### src/rtl/spi_blk_pkg.sv
`timescale 1ns/1ps
package spi_blk_pkg;
  typedef enum logic [2:0] {
    ST_IDLE,  // no frame, select high
    ST_PHA,   // first half of a bit, SCLK at idle level
    ST_PHB,   // second half of a bit, SCLK at active level
    ST_WAIT,  // block frame between words
    ST_TAIL   // hold select after last edge
  } eng_st_t;
endpackage

### src/rtl/spi_rate.sv
`timescale 1ns/1ps
// Bit period computation: product of prescale and divider+1, clamped to 4.
module spi_rate #(
  parameter int PRE_W = 7,
  parameter int DIV_W = 8,
  localparam int CNT_W = PRE_W + DIV_W + 1
) (
  input  logic [PRE_W-1:0] pre,
  input  logic [DIV_W-1:0] div,
  output logic [CNT_W-1:0] half_a,
  output logic [CNT_W-1:0] half_b
);
  localparam logic [CNT_W-1:0] MIN_PERIOD = CNT_W'(4);

  logic [PRE_W-1:0] pre_eff;
  logic [DIV_W:0]   div_p1;
  logic [CNT_W-1:0] prod;
  logic [CNT_W-1:0] period;

  assign pre_eff = (pre == '0) ? PRE_W'(1) : pre;
  assign div_p1  = {1'b0, div} + {{DIV_W{1'b0}}, 1'b1};
  assign prod    = {{(CNT_W-PRE_W){1'b0}}, pre_eff} * {{(CNT_W-DIV_W-1){1'b0}}, div_p1};
  assign period  = (prod < MIN_PERIOD) ? MIN_PERIOD : prod;
  assign half_a  = period >> 1;
  assign half_b  = period - half_a;
endmodule

### src/rtl/spi_shifter.sv
`timescale 1ns/1ps
// Transmit and receive shift registers with phase-dependent edge use.
module spi_shifter #(
  parameter int WORD_W = 16,
  localparam int SIZE_W = $clog2(WORD_W)
) (
  input  logic              clk,
  input  logic              rst_n,
  input  logic              cpha,
  input  logic [SIZE_W-1:0] size,
  input  logic              load,
  input  logic [WORD_W-1:0] load_word,
  input  logic              lead,
  input  logic              trail,
  input  logic              last,
  input  logic              clr,
  input  logic              miso,
  output logic              mosi,
  output logic [WORD_W-1:0] rx_word
);
  localparam logic [SIZE_W-1:0] TOP_IDX = SIZE_W'(WORD_W - 1);

  logic [WORD_W-1:0] tx_sh;
  logic [WORD_W-1:0] rx_sh;
  logic [WORD_W-1:0] aligned;
  logic              mosi_q;

  assign aligned = load_word << (TOP_IDX - size);

  always_ff @(posedge clk) begin
    if (!rst_n) begin
      tx_sh  <= '0;
      rx_sh  <= '0;
      mosi_q <= 1'b0;
    end else if (clr) begin
      mosi_q <= 1'b0;
    end else if (load) begin
      rx_sh <= '0;
      if (!cpha) begin
        mosi_q <= aligned[WORD_W-1];
        tx_sh  <= aligned << 1;
      end else begin
        tx_sh  <= aligned;
      end
    end else begin
      if (lead) begin
        if (cpha) begin
          mosi_q <= tx_sh[WORD_W-1];
          tx_sh  <= tx_sh << 1;
        end else begin
          rx_sh  <= {rx_sh[WORD_W-2:0], miso};
        end
      end
      if (trail) begin
        if (cpha) begin
          rx_sh <= {rx_sh[WORD_W-2:0], miso};
        end else if (!last) begin
          mosi_q <= tx_sh[WORD_W-1];
          tx_sh  <= tx_sh << 1;
        end
      end
    end
  end

  assign mosi    = mosi_q;
  // with trailing-edge sampling the final bit is taken in the word-end cycle
  assign rx_word = cpha ? {rx_sh[WORD_W-2:0], miso} : rx_sh;
endmodule

### src/rtl/spi_sel_decode.sv
`timescale 1ns/1ps
module spi_sel_decode #(
  parameter int SS_N = 8,
  localparam int SEL_W = $clog2(SS_N)
) (
  input  logic             active,
  input  logic [SEL_W-1:0] sel,
  output logic [SS_N-1:0]  ss_n
);
  for (genvar g = 0; g < SS_N; g++) begin : g_line
    assign ss_n[g] = !(active && (sel == SEL_W'(g)));
  end
endmodule

### src/rtl/spi_blk_master.sv
`timescale 1ns/1ps
module spi_blk_master
  import spi_blk_pkg::*;
#(
  parameter int WORD_W = 16,
  parameter int SS_N   = 8,
  parameter int PRE_W  = 7,
  parameter int DIV_W  = 8,
  localparam int SIZE_W = $clog2(WORD_W),
  localparam int SEL_W  = $clog2(SS_N)
) (
  input  logic              clk,
  input  logic              rst_n,
  input  logic [PRE_W-1:0]  cfg_prescale,
  input  logic [DIV_W-1:0]  cfg_divider,
  input  logic [SIZE_W-1:0] cfg_size,
  input  logic              cfg_cpol,
  input  logic              cfg_cpha,
  input  logic              cfg_block,
  input  logic              cfg_stall,
  input  logic              cfg_pause,
  input  logic [SEL_W-1:0]  cfg_sel,
  input  logic              tx_valid,
  output logic              tx_ready,
  input  logic [WORD_W-1:0] tx_data,
  input  logic              tx_stop,
  output logic              rx_valid,
  input  logic              rx_ready,
  output logic [WORD_W-1:0] rx_data,
  output logic              sclk,
  output logic              mosi,
  input  logic              miso,
  output logic [SS_N-1:0]   ss_n,
  output logic              busy
);
  localparam int CNT_W = PRE_W + DIV_W + 1;
  localparam logic [CNT_W-1:0] ONE = CNT_W'(1);

  eng_st_t           st;
  logic [CNT_W-1:0]  cnt;
  logic [CNT_W-1:0]  half_a, half_b;
  logic [SIZE_W-1:0] bits_left;
  logic              stop_q, sclk_q, ss_act;
  logic              rx_valid_q;
  logic [WORD_W-1:0] rx_data_q, rx_word;
  logic              can_start, take, cnt_done, lead, trail, last, clr;

  spi_rate #(.PRE_W(PRE_W), .DIV_W(DIV_W)) u_rate (
    .pre(cfg_prescale), .div(cfg_divider), .half_a(half_a), .half_b(half_b)
  );

  assign can_start = tx_valid && !cfg_pause && !rx_valid_q;
  assign take      = ((st == ST_IDLE) || (st == ST_WAIT)) && can_start;
  assign cnt_done  = (cnt == '0);
  assign lead      = (st == ST_PHA) && cnt_done;
  assign trail     = (st == ST_PHB) && cnt_done;
  assign last      = (bits_left == '0);
  assign clr       = (st == ST_TAIL) && cnt_done;

  always_ff @(posedge clk) begin
    if (!rst_n) begin
      st        <= ST_IDLE;
      cnt       <= '0;
      bits_left <= '0;
      stop_q    <= 1'b0;
      sclk_q    <= 1'b0;
      ss_act    <= 1'b0;
    end else begin
      unique case (st)
        ST_IDLE: begin
          sclk_q <= cfg_cpol;
          if (take) begin
            ss_act    <= 1'b1;
            st        <= ST_PHA;
            cnt       <= half_a - ONE;
            bits_left <= cfg_size;
            stop_q    <= tx_stop;
          end
        end
        ST_PHA: begin
          if (cnt_done) begin
            st     <= ST_PHB;
            cnt    <= half_b - ONE;
            sclk_q <= ~cfg_cpol;
          end else begin
            cnt <= cnt - ONE;
          end
        end
        ST_PHB: begin
          if (cnt_done) begin
            sclk_q <= cfg_cpol;
            if (last) begin
              if (!cfg_block || stop_q) begin
                st  <= ST_TAIL;
                cnt <= half_a - ONE;
              end else begin
                st <= ST_WAIT;
              end
            end else begin
              bits_left <= bits_left - SIZE_W'(1);
              st        <= ST_PHA;
              cnt       <= half_a - ONE;
            end
          end else begin
            cnt <= cnt - ONE;
          end
        end
        ST_WAIT: begin
          if (take) begin
            st        <= ST_PHA;
            cnt       <= half_a - ONE;
            bits_left <= cfg_size;
            stop_q    <= tx_stop;
          end else if (!cfg_stall && !tx_valid) begin
            st  <= ST_TAIL;
            cnt <= half_a - ONE;
          end
        end
        ST_TAIL: begin
          if (cnt_done) begin
            st     <= ST_IDLE;
            ss_act <= 1'b0;
          end else begin
            cnt <= cnt - ONE;
          end
        end
        default: st <= ST_IDLE;
      endcase
    end
  end

  always_ff @(posedge clk) begin
    if (!rst_n) begin
      rx_valid_q <= 1'b0;
      rx_data_q  <= '0;
    end else if (trail && last) begin
      rx_valid_q <= 1'b1;
      rx_data_q  <= rx_word;
    end else if (rx_ready) begin
      rx_valid_q <= 1'b0;
    end
  end

  spi_shifter #(.WORD_W(WORD_W)) u_shift (
    .clk(clk), .rst_n(rst_n), .cpha(cfg_cpha), .size(cfg_size),
    .load(take), .load_word(tx_data), .lead(lead), .trail(trail),
    .last(last), .clr(clr), .miso(miso), .mosi(mosi), .rx_word(rx_word)
  );

  spi_sel_decode #(.SS_N(SS_N)) u_sel (
    .active(ss_act), .sel(cfg_sel), .ss_n(ss_n)
  );

  assign tx_ready = take;
  assign rx_valid = rx_valid_q;
  assign rx_data  = rx_data_q;
  assign sclk     = sclk_q;
  assign busy     = (st != ST_IDLE);
endmodule

### config.mk
export PLATFORM = sky130hd
export DESIGN_NAME = spi_blk_master
export DESIGN_NICKNAME = d
export VERILOG_FILES = /design/src/rtl/spi_blk_pkg.sv /design/src/rtl/spi_rate.sv /design/src/rtl/spi_shifter.sv /design/src/rtl/spi_sel_decode.sv /design/src/rtl/spi_blk_master.sv
export SDC_FILE = /design/constraint.sdc
export NUM_CORES = 1
export LEC_CHECK = 0
export BUFFER_PORTS_ARGS = -buffer_cell sky130_fd_sc_hd__buf_2
export CAP_MARGIN = 20
export CORE_UTILIZATION = 48
export DETAILED_ROUTE_END_ITERATION = 16
export PLACE_DENSITY = 0.74
export SYNTH_ARGS = -nofsm -noshare
export SYNTH_HDL_FRONTEND = slang
export SYNTH_HIERARCHICAL = 1
export SYNTH_SLANG_ARGS = --single-unit
### constraint.sdc
create_clock -name clk -period 17.38 [get_ports clk]
set_clock_uncertainty 0.15 [all_clocks]
set_input_delay 3.476 -clock clk [delete_from_list [all_inputs] [get_ports clk]]
set_output_delay 3.476 -clock clk [all_outputs]
set_load 0.02 [all_outputs]
==> flow_metrics.tcl, run 1 <==
set metrics [dict create \
    routed_wl_mm 22.1 \
    report.final.hold_viol_count 0 \
    syn_to_final_growth_pct 8.51 \
    synth_area_per_cell_um2 8.18 \
    cp_data_required_time_ps 17460 \
    synth_xor_area_share_pct 4.84 \
    syn-num-nets 1221 \
    cap_viol_max_count 0 \
    htree_levels 3 \
    coreArea_mm2 0.0180 \
    path_class "in2reg" \
    fin_crit_sh_pct 75.8 \
    power_density_mw_per_mm2 197 \
    tightest_slew_ps 1060 \
    cts_made_buffers 9 \
    n_fill_cell 1706 \
    drtIter0Drc 625 \
    gp_congestion 0.950 \
    synth-compound-area-share_pct 21.8 \
    cp.arrival_ps 13250 \
    final_cell_mix "nand2_1, buf_2, inv_1, dfxtp_1, a21oi_1" \
    slew_headroom_pct 28.7 \
    multi_input_area_mm2 0.00673 \
    yosys_warnings 6 \
    syn_inst 1081 \
    start_util_pct 49.0 \
    synth_top_area_share_pct 17.2 \
    fin_ws_ps 4210 \
    antenna_cells 0 \
    design_area_mm2 0.00959 \
    cts_buffer_depth 2 \
    synth_area_leaders "dfxtp_1, fa_1, ha_1, nand2_1, a21oi_1" \
    clock_latency_ps 340 \
    synth-simple-area-share_pct 24.9 \
    crit_fanout 10 \
    first_pass_iters 5 \
    dieArea_mm2 0.0190 \
    post_cts.repair.setup_buffers 0 \
    dp_hpwl_mm 16.7 \
    yosys.area.top_type "dfxtp_1" \
    max_freq_mhz 75.9 \
    die_w_um 138 \
    wl_per_cell_um 16.3 \
    via_per_inst 6.22 \
    yosysSeqAreaShare_pct 17.2 \
    groute.usage.overall_pct 23.9 \
    grt_overflow 0 \
    fin_crit_ps 13170 \
    synth_area_mm2 0.00884 \
    cts_root_buffer "clkbuf_16" \
    ys_seq_elements 76 \
    port_buffers 77 \
    synth_top_family_by_area "simple AND/OR/NAND/NOR gates" \
    ant_nets 0 \
    synth.area.mux_share_pct 8.61 \
    utilization_pct 53.2 \
    drive_above_1_share_pct 15.7 \
    crit_path_frequent_cell "fa_1" \
    placement.setup.worst_slack_ps 3970 \
    status "finished, final reports clean" \
    end_kind "flop" \
    final_common_cell "nand2_1" \
    max_stage_delay_ps 620 \
    rows 49 \
    hold_buffers 0 \
    slowest_stage "or4b_1" \
    hold_class "reg2reg" \
    grt_pass1_vias 7633 \
    dieHeight_um 138 \
    route.vias.total 8419 \
    grt_pass1_wl_mm 36.7 \
    final_net_count 1261 \
    async_flop_share_pct 0 \
    antenna_found_initial 0 \
    rsz0062_at_grt "no" \
    grt_max_degree 56 \
    synth-edff-count 0 \
    cts_sinks 76 \
    setup_tns_ps 0 \
    leakage_nw 3.93 \
    path_clk_slew_ps 60 \
    start_kind "primary input" \
    ioPinCount 78 \
    peakVddDrop_v 0.000198 \
    final-setup-viol-count 0 \
    synth_cell_type_count 105 \
    drv_slew 0 \
    synthFlopType "dfxtp_1" \
    place_area_mm2 0.00927 \
    synthAdderAreaFrac_pct 16.0 \
    remaining_drc_errors 0 \
    regArea_mm2 0.00152 \
    cts_resized 0 \
    cts_tree "done" \
]
routing by layer:
metal / vias to the layer above / GRT usage [%] / part of all wire (%)
met3: 46 / 3.20 / 5.2
met1: 4020 / 31.4 / 45
met2: 301 / 39.8 / 47
li1: 4052 / - / -
met5: - / 0 / 0
met4: 0 / 8.64 / 2.5
cell usage after synthesis, drive strengths merged (24+ instances only):
cell type  instances
a22oi             27
a21oi             67
and2              30
o21ai             38
nor2              66
mux2              27
nand2            104
nor2b             37
clkbuf            29
nand3             24
nor3              31
inv               80
xnor2             37
fa                35
dfxtp             76
ha                56
buf               25
power by group:
| part | total, mW | internal [mW] | switching (mW) |
|---|---|---|---|
| Clock | 0.200 | 0.125 | 0.0752 |
| Sequential | 0.211 | 0.190 | 0.0213 |
| Combinational | 1.48 | 0.597 | 0.884 |
critical path: cells and delay by family:
kind	cells	cell delay, ps
adder cells (fa/ha/maj)	9	3420
buffers and inverters	3	300
XOR/XNOR	3	760
AND/OR/NAND/NOR	14	3610
AO/OA/AOI/OAI	9	1660
state kept, by name (all words and copies together) (netlist names):
name	flops
cnt	16
rx_data	16
u_shift/rx_sh	16
u_shift/tx_sh	16
bits_left	4
st	3
rx_valid	1
sclk	1
ss_act	1
stop_q	1
u_shift/mosi	1
final cells by class:
class / count / area share (%)
tap: 229 / 2.99
multi-input combinational: 870 / 70.2
clock inverter: 6 / 0.926
clock buffer: 9 / 2.35
inverter: 80 / 3.13
timing repair buffer: 84 / 4.54
sequential: 76 / 15.9
path summary, 6_finish.rpt:
path / start / depth (start not counted) / end / slack (ps)
setup / recovery: cfg_divider[0] / 38 / cnt[12]$_SDFFE_PN0P_ / 4210
hold / removal: rx_data[12]$_SDFFE_PN0P_ / 2 / rx_data[12]$_SDFFE_PN0P_ / 300
setup reg to reg: cnt[0]$_SDFFE_PN0P_ / 10 / u_shift/tx_sh[12]$_SDFFE_PN0N_ / 13260
hold reg to reg: rx_data[12]$_SDFFE_PN0P_ / 2 / rx_data[12]$_SDFFE_PN0P_ / 300
metrics by stage:
| stage | instances | power, mW | hold slack (ps) |
|---|---|---|---|
| 2_1_floorplan | 1081 | 1.40 | 278 |
| 4_1_cts | 1353 | 1.88 | 302 |
| 5_1_grt | 1354 | 2.07 | 319 |
| 3_3_place_gp | 1338 | 1.65 | 289 |
| 3_5_place_dp | 1338 | 1.67 | 293 |
| 6_report | 1354 | 1.89 | 302 |
logic make-up after synthesis:
logic type      after synthesis
simple gates                403
compound gates              272
buf+inv                     135
fa+ha+maj                    92
flops                        76
mux                          54
xor+xnor                     48
other cells                   1
Note: power is estimated with default switching activity, not from simulation.
==> run 2: changes to the inputs <==
--- a/config.mk
+++ b/config.mk
@@ -9,7 +9,7 @@
 export CAP_MARGIN = 20
 export CORE_UTILIZATION = 48
 export DETAILED_ROUTE_END_ITERATION = 16
-export PLACE_DENSITY = 0.74
+export PLACE_DENSITY = 0.77
 export SYNTH_ARGS = -nofsm -noshare
 export SYNTH_HDL_FRONTEND = slang
 export SYNTH_HIERARCHICAL = 1
==> constraint.sdc (replaced) <==
create_clock -name clk -period 11.4 [get_ports clk]
set_clock_uncertainty 0.15 [all_clocks]
set_input_delay 2.28 -clock clk [delete_from_list [all_inputs] [get_ports clk]]
set_output_delay 2.28 -clock clk [all_outputs]
set_load 0.02 [all_outputs]
==> run 2 against run 1 <==
Sequential power grew 53%; core utilization increased by 2.6 points; flip-flop and latch count is the same; critical path depth is 3 higher; critical path type unchanged; largest power group unchanged.
==> flow_metrics.tcl, run 2 (synthesis results as in run 1) <==
set metrics [dict create \
    regArea_mm2 0.00152 \
    r2r-end "u_shift/tx_sh[15]$_SDFFE_PN0N_" \
    slew_headroom_pct 18.5 \
    dieArea_mm2 0.0190 \
    max_freq_mhz 89.2 \
    gp_congestion 0.954 \
    place_area_mm2 0.00945 \
    routed_wl_mm 23.2 \
    cts_sinks 76 \
    pwr-share-clk_pct 8.9 \
    drtIter0Drc 759 \
    swShare_pct 50.3 \
    cap_viol_max_count 0 \
    setup_tns_ps 0 \
    placement.setup.worst_slack_ps -174 \
    cts_made_buffers 9 \
    final_cell_mix "nand2_1, inv_1, dfxtp_1, buf_2, a21oi_1" \
    fin_crit_sh_pct 98.4 \
    p_sw_mw 1.65 \
    dieHeight_um 138 \
    hold_buffers 0 \
    grt_overflow 0 \
    r2r_start "cnt[0]$_SDFFE_PN0P_" \
    max_stage_delay_ps 540 \
    grt_max_degree 56 \
    syn_to_final_growth_pct 13.8 \
    start_util_pct 49.0 \
    grt.busiest_layer "met2" \
    design_area_mm2 0.0101 \
    comb_power_share_pct 81.3 \
    final_net_count 1293 \
    path_clk_slew_ps 60 \
    grt_util_met3_pct 3.83 \
    crit_fanout 6 \
    antenna_found_initial 0 \
    hold_class "reg2reg" \
    hold_depth 2 \
    ant_nets 0 \
    status "finished, final reports clean" \
    report.final.hold_viol_count 0 \
    route.vias.total 8731 \
    use_met1_pct 31.7 \
    start_kind "primary input" \
    groute.usage.overall_pct 24.2 \
    dp_hpwl_mm 16.7 \
    reg2reg_slack_ps 7240 \
    leakage_nw 4.12 \
    peakVddDrop_v 0.000414 \
    fin_ws_ps 186 \
    end_kind "flop" \
    drv_slew 0 \
    fin_crit_ps 11210 \
    cts_root_buffer "clkbuf_16" \
    gr-usage-met2_pct 40.9 \
    slowest_stage "or4b_4" \
    final-setup-viol-count 0 \
    remaining_drc_errors 0 \
    r2r_cells 10 \
    tightest_slew_ps 1220 \
    hold_end "u_shift/tx_sh[0]$_SDFFE_PN0N_" \
    cp_data_required_time_ps 11480 \
    cts_tree "done" \
    power_density_mw_per_mm2 326 \
    ioPinCount 78 \
    cts_buffer_depth 2 \
    clock_latency_ps 340 \
    via_per_inst 6.29 \
    first_pass_iters 5 \
    power.internal_mw 1.63 \
    n_fill_cell 1610 \
    grt_pass1_wl_mm 37.5 \
    seq_power_share_pct 9.8 \
    final_common_cell "nand2_1" \
    power.total_mw 3.28 \
    port_buffers 77 \
    wl_per_cell_um 16.8 \
    rows 49 \
    drive_above_1_share_pct 21.3 \
    min_from "u_shift/tx_sh[0]$_SDFFE_PN0N_" \
    cp.arrival_ps 11290 \
    antenna_cells 0 \
    grt_pass1_vias 7930 \
    multi_input_area_mm2 0.00697 \
    coreArea_mm2 0.0180 \
    htree_levels 3 \
    die_w_um 138 \
    path_class "in2reg" \
]
run 2: changes by cell type in the layout (fill, tap and decap cells not counted), moves of 3 or more:
cell     change
buf_4       +32
ha_1         -5
ha_4         +3
nand3_1      -3
nor2b_1      -3
nor2b_2      +3
xnor2_1      -3
xnor2_2      +3
run 2: per-stage QoR:
step | util, % | hold slack [ps] | cells
5_1_grt | 55.8 | 332 | 1387
4_1_cts | 54.1 | 299 | 1378
6_report | 55.8 | 299 | 1387
3_5_place_dp | 52.4 | 291 | 1362
2_1_floorplan | - | 278 | 1081
3_3_place_gp | 52.4 | 287 | 1362
run 2: cell type report:
| type | count | area share [%] |
|---|---|---|
| inverters | 80 | 2.99 |
| multi-input cells | 870 | 69.3 |
| flip-flops and latches | 76 | 15.1 |
| well taps | 229 | 2.85 |
| clock buffers | 10 | 2.28 |
| repair buffers | 116 | 6.74 |
| clock inverters | 6 | 0.709 |
run 2: worst max path at each step:
stage                           end  cells after the start           start  slack [ps]
6_report       cnt[12]$_SDFFE_PN0P_                     41  cfg_divider[0]         190
3_5_place_dp   cnt[12]$_SDFFE_PN0P_                     39  cfg_divider[0]        -170
3_3_place_gp   cnt[12]$_SDFFE_PN0P_                     39  cfg_divider[0]         170
4_1_cts        cnt[12]$_SDFFE_PN0P_                     39  cfg_divider[0]         150
2_1_floorplan  cnt[12]$_SDFFE_PN0P_                     37  cfg_divider[0]         250
5_1_grt        cnt[12]$_SDFFE_PN0P_                     42  cfg_divider[0]         -80
run 2: repair_timing:
item	in CTS	in global routing
buffers inserted	0	8
endpoints found under the setup margin	0	9
gates resized for setup	0	49
run 2: worst max-delay path: cells and delay by family:
family,cells,cell delay (ps)
AND/OR/NAND/NOR,14,3070
adder cells (fa/ha/maj),8,2890
AO/OA/AOI/OAI,10,2030
buffers and inverters,6,540
XOR/XNOR,3,450
run 2: per-layer routing:
metal / up-vias / share of wire (%)
met1: 4205 / 43
li1: 4128 / -
met5: - / 0
met4: 0 / 2.3
met2: 339 / 48
met3: 59 / 6.3
run 2: power groups by stage:
stage               combinational, mW  clock [mW]  sequential, mW
global placement                 2.39           0           0.326
CTS                              2.42       0.295           0.321
floorplan                        1.82           0           0.318
detailed placement               2.41           0           0.327
global route                     2.92       0.305           0.326
finish                           2.67       0.291           0.323
==> run 3: changes to the inputs <==
--- a/config.mk
+++ b/config.mk
@@ -9,8 +9,7 @@
 export CAP_MARGIN = 20
 export CORE_UTILIZATION = 48
 export DETAILED_ROUTE_END_ITERATION = 16
-export PLACE_DENSITY = 0.77
+export PLACE_DENSITY = 0.69
 export SYNTH_ARGS = -nofsm -noshare
 export SYNTH_HDL_FRONTEND = slang
-export SYNTH_HIERARCHICAL = 1
 export SYNTH_SLANG_ARGS = --single-unit
==> run 3 against run 2 <==
Die area down 4.0%; synthesized cell count down 1.9%; final area down 7.1%; sequential share of layout area up 1.1 points; worst setup slack better by 470 ps; sequential power up 11%; highest routed layer unchanged; final cell count down 3.6%; non-clock buffer count down 25.
==> flow_metrics.tcl, run 3 <==
set metrics [dict create \
    dieHeight_um 135 \
    r2r-end "u_shift.tx_sh[13]$_SDFFE_PN0N_" \
    slowest_stage "fa_1" \
    cts_root_buffer "clkbuf_16" \
    final_net_count 1266 \
    cts_made_buffers 9 \
    leakage_nw 4.23 \
    cap_viol_max_count 0 \
    cp.buffers_inverters 4 \
    antenna_cells 0 \
    cts_buffer_depth 2 \
    crit_cells 37 \
    placement.setup.worst_slack_ps 130 \
    max_stage_delay_ps 500 \
    peakVddDrop_v 0.000211 \
    synth_most_common_cell "nand2_1" \
    cp.arrival_ps 10840 \
    async_flop_share_pct 0 \
    r2r_cells 10 \
    groute.usage.overall_pct 23.6 \
    clock_latency_ps 350 \
    ioPinCount 78 \
    post_cts.repair.setup_buffers 0 \
    route.vias.total 7789 \
    synth_area_mm2 0.00848 \
    coreArea_mm2 0.0173 \
    power.total_mw 2.80 \
    syn_to_final_growth_pct 10.2 \
    die_w_um 135 \
    yosysSeqAreaShare_pct 17.9 \
    yosys.area.top_type "dfxtp_1" \
    slew_headroom_pct 35.3 \
    r2r_start "cnt[7]$_SDFFE_PN0P_" \
    first_pass_iters 5 \
    synthFlopType "dfxtp_1" \
    rows 48 \
    dieArea_mm2 0.0182 \
    end_kind "flop" \
    grt_pass1_vias 7203 \
    setup.worst_path.end "cnt[13]$_SDFFE_PN0P_" \
    setup_tns_ps 0 \
    drv_slew 0 \
    gp_congestion 0.895 \
    design_area_mm2 0.00935 \
    cts_sinks 76 \
    ant_nets 0 \
    grt_overflow 0 \
    final-setup-viol-count 0 \
    syn-num-nets 1219 \
    grt_max_degree 80 \
    tightest_slew_ps 970 \
    path_clk_slew_ps 70 \
    max_freq_mhz 93.1 \
    hold_buffers 0 \
    report.final.hold_viol_count 0 \
    cp_data_required_time_ps 11490 \
    fin_ws_ps 654 \
    place_area_mm2 0.00904 \
    synth_area_leaders "dfxtp_1, ha_1, fa_1, mux2i_1, nand2_1" \
    final_cell_mix "nand2_1, buf_2, dfxtp_1" \
    reg2reg_slack_ps 7520 \
    final_common_cell "nand2_1" \
    start_util_pct 49.0 \
    status "finished, final reports clean" \
    synth_cell_type_count 80 \
    path_class "in2reg" \
    synth_area_per_cell_um2 8.00 \
    cts_tree "done" \
    synth_top_area_share_pct 17.9 \
    wl_per_cell_um 15.7 \
    via_per_inst 5.83 \
    ys_seq_elements 76 \
    utilization_pct 54.1 \
    drtIter0Drc 624 \
    antenna_found_initial 0 \
    routed_wl_mm 20.9 \
    start_kind "primary input" \
    htree_levels 3 \
    drive_above_1_share_pct 13.3 \
    remaining_drc_errors 0 \
    dp_hpwl_mm 15.9 \
    power_density_mw_per_mm2 300 \
    startpoint "cfg_divider[0]" \
    syn_inst 1060 \
    synth-edff-count 0 \
    crit_fanout 10 \
    crit_family "adder cells" \
    port_buffers 77 \
    grt_pass1_wl_mm 34.8 \
    hold_class "reg2reg" \
    cts_resized 0 \
    fin_crit_ps 10750 \
    yosys_warnings 0 \
    ys_top_cells_by_count "nand2_1, dfxtp_1, ha_1" \
    fin_crit_sh_pct 94.3 \
]
run 3: where the power goes:
group	total (mW)	switching, mW	internal (mW)
combinational	2.16	1.29	0.872
clock	0.282	0.129	0.153
sequential	0.358	0.0497	0.309
total	2.80	1.47	1.33
run 3: final cells by class:
cell class                      count  area (um2)
Clock buffer                        9         225
Tap cell                          225         282
Clock inverter                      7        65.1
Fill cell                        1671        7950
Inverter                           66         248
Timing Repair Buffer               91         490
Multi-Input combinational cell    863        6520
Sequential cell                    76        1520
run 3: worst reg2reg max path: stages (launching register included):
cell     delay (ps)
dfxtp_1         400
or3_1           450
nor4_1          460
and4b_1         690
nand2_1         420
o31ai_2         290
buf_4           300
nor2_1          180
a22oi_1         170
o21ai_0          90
and2_1          160
run 3: routing by layer:
metal  up-vias  wire length, um  GRT usage, %
met2       229             9650          37.7
li1       3833                -             -
met4         0              345          7.37
met3        28             1130          2.63
met5         -                0             0
met1      3699             9830          33.0
run 3: worst min path at each step:
| stage | slack (ps) | to | cells past startpoint | start |
|---|---|---|---|---|
| after floorplan | 290 | stop_q$_SDFFE_PN0P_ | 2 | stop_q$_SDFFE_PN0P_ |
| after global placement | 300 | stop_q$_SDFFE_PN0P_ | 2 | stop_q$_SDFFE_PN0P_ |
| after detailed placement | 330 | u_shift.rx_sh[15]$_SDFFE_PN0N_ | 2 | u_shift.rx_sh[15]$_SDFFE_PN0N_ |
| after CTS | 340 | u_shift.rx_sh[15]$_SDFFE_PN0N_ | 2 | u_shift.rx_sh[15]$_SDFFE_PN0N_ |
| after global routing | 360 | stop_q$_SDFFE_PN0P_ | 2 | stop_q$_SDFFE_PN0P_ |
| final | 330 | stop_q$_SDFFE_PN0P_ | 2 | stop_q$_SDFFE_PN0P_ |
run 3: kinds of logic (layout without fill, tap and decap cells):
family / Yosys count / after routing / synth area share, %
AO/OA/AOI/OAI: 249 / 249 / 20.6
XOR/XNOR: 54 / 54 / 5.58
adder cells (fa/ha/maj): 110 / 110 / 19.3
buffers and inverters: 121 / 173 / 5.52
flip-flops: 76 / 76 / 17.9
multiplexers: 63 / 63 / 8.01
AND/OR/NAND/NOR: 387 / 387 / 23.0
run 3: through the flow:
stage	hold WS (ps)	instances
5_1_grt	360	1337
4_1_cts	338	1337
3_3_place_gp	299	1321
6_report	326	1337
3_5_place_dp	330	1321
2_1_floorplan	288	1060
